$ cat config.mk
export PLATFORM = sky130hd
export DESIGN_NAME = sio_bus_bridge
export DESIGN_NICKNAME = d
export VERILOG_FILES = /design/src/rtl/sio_bridge_pkg.sv /design/src/rtl/sio_bridge_regs.sv /design/src/rtl/sio_bridge_master.sv /design/src/rtl/sio_bus_bridge.sv
export SDC_FILE = /design/constraint.sdc
export NUM_CORES = 1
export LEC_CHECK = 0
export ABC_AREA = 1
export BUFFER_PORTS_ARGS = -buffer_cell sky130_fd_sc_hd__buf_4
export CORE_UTILIZATION = 30
export CTS_BUF_LIST = sky130_fd_sc_hd__clkbuf_2 sky130_fd_sc_hd__clkbuf_4 sky130_fd_sc_hd__clkbuf_8
export CTS_CLUSTER_DIAMETER = 120
export DETAILED_ROUTE_END_ITERATION = 8
export GPL_TIMING_DRIVEN = 1
export PLACE_DENSITY_LB_ADDON = 0.05
export SYNTH_ARGS = -nofsm -noshare
export SYNTH_HDL_FRONTEND = slang
export SYNTH_SLANG_ARGS = --single-unit
$ cat constraint.sdc
create_clock -name clk -period 1.8 [get_ports clk]
set_input_delay 0.27 -clock clk [delete_from_list [all_inputs] [get_ports clk]]
set_output_delay 0.27 -clock clk [all_outputs]
set_load 0.01 [all_outputs]
$ cat src/rtl/sio_bridge_pkg.sv
package sio_bridge_pkg;

    localparam logic [1:0] SZ_BYTE = 2'd0;
    localparam logic [1:0] SZ_HALF = 2'd1;
    localparam logic [1:0] SZ_WORD = 2'd2;

    // Size code 3 is an alias of the full word.
    function automatic logic [1:0] norm_size(input logic [1:0] code);
        return (code == 2'd3) ? SZ_WORD : code;
    endfunction

    // True when byte lane k takes part in an access of the given size.
    function automatic logic lane_en(input logic [1:0] sz, input int unsigned k);
        return k < (32'd1 << sz);
    endfunction

endpackage

$ cat src/rtl/sio_bridge_regs.sv
module sio_bridge_regs
    import sio_bridge_pkg::*;
#(
    parameter int unsigned NBYTES   = 4,
    parameter logic [7:0]  IDX_ADDR = 8'hF0,
    parameter logic [7:0]  IDX_DATA = 8'hF4,
    parameter logic [7:0]  IDX_SIZE = 8'hF8
) (
    input  logic                   clk,
    input  logic                   rst_n,
    input  logic                   wr_en,
    input  logic [7:0]             idx,
    input  logic [7:0]             wdata,
    input  logic                   load_en,
    input  logic [NBYTES-1:0][7:0] load_bytes,
    output logic [NBYTES-1:0][7:0] addr_bytes,
    output logic [NBYTES-1:0][7:0] data_bytes,
    output logic [1:0]             size_code,
    output logic [7:0]             rdata
);

    typedef struct packed {
        logic [NBYTES-1:0][7:0] addr;  // addr[n] is address byte n (bits 8n+7:8n)
        logic [NBYTES-1:0][7:0] data;  // data[k] is index IDX_DATA+k, bus lane k
        logic [1:0]             size;
    } regs_t;

    regs_t s_d, s_q;

    always_comb begin
        s_d = s_q;
        if (wr_en) begin
            for (int unsigned k = 0; k < NBYTES; k++) begin
                if (idx == 8'(IDX_ADDR + k)) s_d.addr[NBYTES-1-k] = wdata;
                if (idx == 8'(IDX_DATA + k)) s_d.data[k] = wdata;
            end
            if (idx == IDX_SIZE) s_d.size = wdata[1:0];
        end
        // A completing read overrides a host write in the same cycle.
        if (load_en) s_d.data = load_bytes;
    end

    always_ff @(posedge clk or negedge rst_n) begin
        if (!rst_n) begin
            s_q.addr <= '0;
            s_q.data <= '0;
            s_q.size <= SZ_WORD;
        end else begin
            s_q <= s_d;
        end
    end

    always_comb begin
        rdata = 8'h00;
        for (int unsigned k = 0; k < NBYTES; k++) begin
            if (idx == 8'(IDX_ADDR + k)) rdata = s_q.addr[NBYTES-1-k];
            if (idx == 8'(IDX_DATA + k)) rdata = s_q.data[k];
        end
        if (idx == IDX_SIZE) rdata = {6'b0, s_q.size};
    end

    assign addr_bytes = s_q.addr;
    assign data_bytes = s_q.data;
    assign size_code  = s_q.size;

endmodule

$ cat src/rtl/sio_bridge_master.sv
module sio_bridge_master #(
    parameter int unsigned NBYTES = 4
) (
    input  logic                  clk,
    input  logic                  rst_n,
    input  logic                  start_wr,
    input  logic                  start_rd,
    input  logic [8*NBYTES-1:0]   addr_in,
    input  logic [8*NBYTES-1:0]   wdata_in,
    input  logic [1:0]            size_in,
    output logic                  bus_req,
    output logic                  bus_we,
    output logic [8*NBYTES-1:0]   bus_addr,
    output logic [8*NBYTES-1:0]   bus_wdata,
    output logic [1:0]            bus_size,
    input  logic                  bus_ready,
    output logic                  rd_done,
    output logic                  busy
);

    localparam int unsigned W = 8 * NBYTES;

    typedef struct packed {
        logic         req;
        logic         we;
        logic [W-1:0] addr;
        logic [W-1:0] wdata;
        logic [1:0]   size;
    } mst_t;

    mst_t s_d, s_q;

    always_comb begin
        s_d     = s_q;
        rd_done = 1'b0;
        if (s_q.req) begin
            if (bus_ready) begin
                s_d.req = 1'b0;
                rd_done = !s_q.we;
            end
        end else if (start_wr || start_rd) begin
            s_d.req   = 1'b1;
            s_d.we    = start_wr;
            s_d.addr  = addr_in;
            s_d.wdata = start_wr ? wdata_in : '0;
            s_d.size  = size_in;
        end
    end

    always_ff @(posedge clk or negedge rst_n) begin
        if (!rst_n) s_q <= '0;
        else        s_q <= s_d;
    end

    assign bus_req   = s_q.req;
    assign bus_we    = s_q.we;
    assign bus_addr  = s_q.addr;
    assign bus_wdata = s_q.wdata;
    assign bus_size  = s_q.size;
    assign busy      = s_q.req;

endmodule

$ cat src/rtl/sio_bus_bridge.sv
module sio_bus_bridge
    import sio_bridge_pkg::*;
#(
    parameter int unsigned NBYTES   = 4,
    parameter logic [7:0]  IDX_ADDR = 8'hF0,
    parameter logic [7:0]  IDX_DATA = 8'hF4,
    parameter logic [7:0]  IDX_SIZE = 8'hF8,
    parameter logic [7:0]  IDX_TRIG = 8'hFE,
    parameter logic [7:0]  TRIG_KEY = 8'hCF
) (
    input  logic                  clk,
    input  logic                  rst_n,
    input  logic                  dev_active,
    input  logic                  cfg_wr,
    input  logic                  cfg_rd,
    input  logic [7:0]            cfg_idx,
    input  logic [7:0]            cfg_wdata,
    output logic [7:0]            cfg_rdata,
    output logic                  bus_req,
    output logic                  bus_we,
    output logic [8*NBYTES-1:0]   bus_addr,
    output logic [8*NBYTES-1:0]   bus_wdata,
    output logic [1:0]            bus_size,
    input  logic                  bus_ready,
    input  logic [8*NBYTES-1:0]   bus_rdata
);

    localparam int unsigned W = 8 * NBYTES;

    logic                   wr_ok, rd_ok, start_wr, start_rd;
    logic                   busy, rd_done;
    logic [NBYTES-1:0][7:0] addr_bytes, data_bytes, load_bytes;
    logic [1:0]             size_code, size_n;
    logic [7:0]             reg_rdata;
    logic [W-1:0]           wr_lanes;

    assign wr_ok    = cfg_wr && dev_active;
    assign rd_ok    = cfg_rd && dev_active;
    assign start_wr = wr_ok && (cfg_idx == IDX_TRIG) && (cfg_wdata == TRIG_KEY);
    assign start_rd = rd_ok && (cfg_idx == IDX_TRIG);
    assign size_n   = norm_size(size_code);

    sio_bridge_regs #(
        .NBYTES   (NBYTES),
        .IDX_ADDR (IDX_ADDR),
        .IDX_DATA (IDX_DATA),
        .IDX_SIZE (IDX_SIZE)
    ) i_regs (
        .clk        (clk),
        .rst_n      (rst_n),
        .wr_en      (wr_ok),
        .idx        (cfg_idx),
        .wdata      (cfg_wdata),
        .load_en    (rd_done),
        .load_bytes (load_bytes),
        .addr_bytes (addr_bytes),
        .data_bytes (data_bytes),
        .size_code  (size_code),
        .rdata      (reg_rdata)
    );

    // Host byte IDX_DATA+k sits on bus lane k in both directions.
    for (genvar k = 0; k < NBYTES; k++) begin : g_lane
        assign wr_lanes[8*k +: 8] = lane_en(size_n, k)   ? data_bytes[k]        : 8'h00;
        assign load_bytes[k]      = lane_en(bus_size, k) ? bus_rdata[8*k +: 8]  : 8'h00;
    end

    sio_bridge_master #(
        .NBYTES (NBYTES)
    ) i_master (
        .clk       (clk),
        .rst_n     (rst_n),
        .start_wr  (start_wr),
        .start_rd  (start_rd),
        .addr_in   (addr_bytes),
        .wdata_in  (wr_lanes),
        .size_in   (size_n),
        .bus_req   (bus_req),
        .bus_we    (bus_we),
        .bus_addr  (bus_addr),
        .bus_wdata (bus_wdata),
        .bus_size  (bus_size),
        .bus_ready (bus_ready),
        .rd_done   (rd_done),
        .busy      (busy)
    );

    always_comb begin
        cfg_rdata = 8'h00;
        if (rd_ok) cfg_rdata = (cfg_idx == IDX_TRIG) ? {7'b0, busy} : reg_rdata;
    end

endmodule

==> metrics <==
run status=finished with violations; failing checks=setup timing; floorplan die width=145 µm; transition time at the pin with the least slew margin=between 0.5 and 0.6 ns; CP Capture Type=output pin; number of routed nets with antenna violations=0; DRC violations left=0; library cells used by synthesis=29; stages on the worst setup path=7; synthesis warning total=0; CORE AREA=19,700 µm²; Top Family by Delay on Critical Path=flip-flops; source of the worst hold timing path=bus_ready; layout net count=1,008; class of the worst hold path=in -> reg; unrepaired setup endpoints after global routing=true; Hold Path Stages=2; filler instances=about 2,000; final HPWL from detailed placement=17,100 µm; placed instance area=between 7000 and 8000 µm²; net count after synthesis=804; drt first pass iters=5; # setup viols final=8; origin of the critical flop-to-flop path=i_master.bus_we; Synth Cell Area=roughly 6100 µm²; total count of max-transition violations in the final report=0; Avg Inst Size Synth=8.15 µm²; most frequent standard cell in the layout excluding fill and tap cells=nand2_1; Crit path largest cell delay=0.43 ns; violation count after the first detailed-routing iteration=between 300 and 400; Routed WL=around 22,000 µm; most frequent cells in the layout=nand2_1, buf_4, dfrtp_1; cell breakdown of the critical path=nand3_1 > nand2_1 > nor2_2 > o2111ai_2 > o21ai_2 > inv_1 > buf_6; worst setup path startpoint=i_regs.addr_bytes[31]; pin count of the biggest net entering global routing=52; Congestion Overflow GR=0; TritonCTS buffer count=17; wire length of the first global-routing pass=33,700 µm; top-level port count=between 100 and 150; clock latency reported for the late side of the worst-skew pair=0.45 ns; clock slew at reported path FFs=0.08 ns; Worst Path Arrival=1.69 ns; worst slew margin relative to its limit=0.607; Achievable Freq=0.511 GHz; buffers from clock root to sink, at most=2; initial antenna violation count=0; synth-to-layout area growth=41.0%; CTS Root Cell=clkbuf_8; fraction of the yosys area taken by sequential cells=0.549; crit path kind=reg -> out; RD Place Congestion=0.934; global-route usage over all layers=0.224; vertical extent of the die=145 µm; CTS H-tree lvls=4; final antenna diode count=0; largest voltage drop on the vdd net=379 µV; cell with the biggest individual delay on the critical path=dfrtp_1; clock tree from TritonCTS=done; CP Max Fanout=2; number of cells on the worst reg-to-reg path=7; clock tree sinks=between 100 and 150; floorplan row count=51; largest clock skew in the final design=0.00991 ns; overall via count from detail_route=5,867; Static Leakage=4.34 nW; post-route worst setup slack=-0.159 ns; number of hold-slack violations in the final timing report=0; number of storage elements in the synthesis netlist=134; Via density=4.76; die area=21,000 µm²; startpoint class of the critical path=flop; post-route fraction of the period consumed by the critical path=1.09; total power after layout=between 6 and 7 mW; Required @ worst endpoint=1.53 ns; Final Cell Area=8620 µm²; number of buffer and inverter stages on the critical path=2; Initial Utilization=0.310; cell area power density=725 nW/µm²; minimum clock period after layout=1.96 ns; vias in the first global route=5,852; share of final-layout standard cells stronger than drive strength 1=0.321; number of port buffers=129; WL/cell=18.0 µm; number of maximum-capacitance constraint violations=0; gate count of the mapped netlist=750
cell usage after synthesis:
library cell	n	area share
nand2_1	233	0.14
dfrtp_1	133	0.54
inv_1	80	0.049
o21ai_0	80	0.065
nand3_1	50	0.041
nor2_1	39	0.024
nand4_1	20	0.020
o21ai_1	17	0.014
a31oi_1	15	0.015
clkbuf_1	14	0.0086
buf_2	13	0.011
a21oi_1	12	0.0098
o211ai_1	9	0.011
inv_2	7	0.0043
o31ai_1	5	0.0061
nor2_2	3	0.0031
nor3_1	3	0.0025
buf_4	2	0.0025
nand3b_1	2	0.0025
nand4_2	2	0.0041
o2111ai_1	2	0.0029
o21ai_2	2	0.0029
a21boi_0	1	0.0012
buf_6	1	0.0018
clkinv_1	1	0.00061
dfstp_2	1	0.0043
nand2_2	1	0.0010
nand2_4	1	0.0018
nor2_4	1	0.0018
through the flow:
| step | std cells | worst slack [ns] | TNS (ns) | hold slack, ns | utilization |
|---|---|---|---|---|---|
| 2_1_floorplan | 750 | 0.143 | 0 | -0.0256 | - |
| 6_report | 1232 | -0.159 | -0.818 | 0.0284 | 0.437 |
| 4_1_cts | 1226 | -0.183 | -0.796 | 0.00735 | 0.430 |
| 3_5_place_dp | 1179 | -0.237 | -2.94 | 0.188 | 0.399 |
| 5_1_grt | 1232 | -0.256 | -1.48 | 0.0181 | 0.437 |
| 3_3_place_gp | 1179 | -0.251 | -3.67 | 0.184 | 0.399 |
worst paths after layout:
| path | end | slack (ns) |
|---|---|---|
| worst max-delay path | cfg_rdata[7] | -0.16 |
| worst min-delay path | i_master.bus_req | 0.03 |
| worst max register to register | i_regs.data_bytes[9] | 0.17 |
| worst min register to register | i_master.bus_addr[10] | 0.48 |
| max in group asynchronous | i_regs.size_code[1] | 0.92 |
| min in group asynchronous | i_master.bus_addr[18] | 0.26 |
state kept, by name, summed over array words and instances, names as in the netlist:
signal,cells
i_master.bus_size,2
i_master.bus_we,1
i_regs.data_bytes,32
i_master.bus_wdata,32
i_master.bus_req,1
i_regs.size_code,2
i_master.bus_addr,32
i_regs.addr_bytes,32
cells by family after synthesis:
family | count (synthesis) | share of synthesized area
AOI/OAI and AO/OA | 143 | 0.129
buffers and inverters | 118 | 0.0776
DFF | 134 | 0.549
and+or+nand+nor | 355 | 0.245
where the power goes:
part | switching (mW) | internal [mW] | total, mW | leakage, nW
clock network | 1.29 | 1.11 | 2.40 | 0.179
logic | 0.350 | 0.257 | 0.607 | 2.35
registers | 0.114 | 3.13 | 3.24 | 1.81
cell type report:
cell class	instances	area [µm²]	area share
flip-flops and latches	134	3360	0.389
multi-input cells	498	2460	0.285
repair buffers	215	1780	0.206
well taps	265	332	0.0385
inverters	88	330	0.0383
clock buffers	18	241	0.0280
clock inverters	14	128	0.0148
metal layers:
layer / wire [µm] / track usage / part of all wire
met5: 0 / 0 / 0
met4: 502 / 0.0737 / 0.023
met3: 1110 / 0.0415 / 0.050
met2: 10100 / 0.345 / 0.46
met1: 10500 / 0.315 / 0.47
repair_timing:
action	CTS	global route
hold buffers	1	0
gates cloned	0	0
resized for setup	54	29
pin swaps	16	14
endpoints found under the hold margin	19	0
setup endpoints to repair	8	16
setup buffers	14	6
Note: power is estimated with default switching activity, not from simulation.
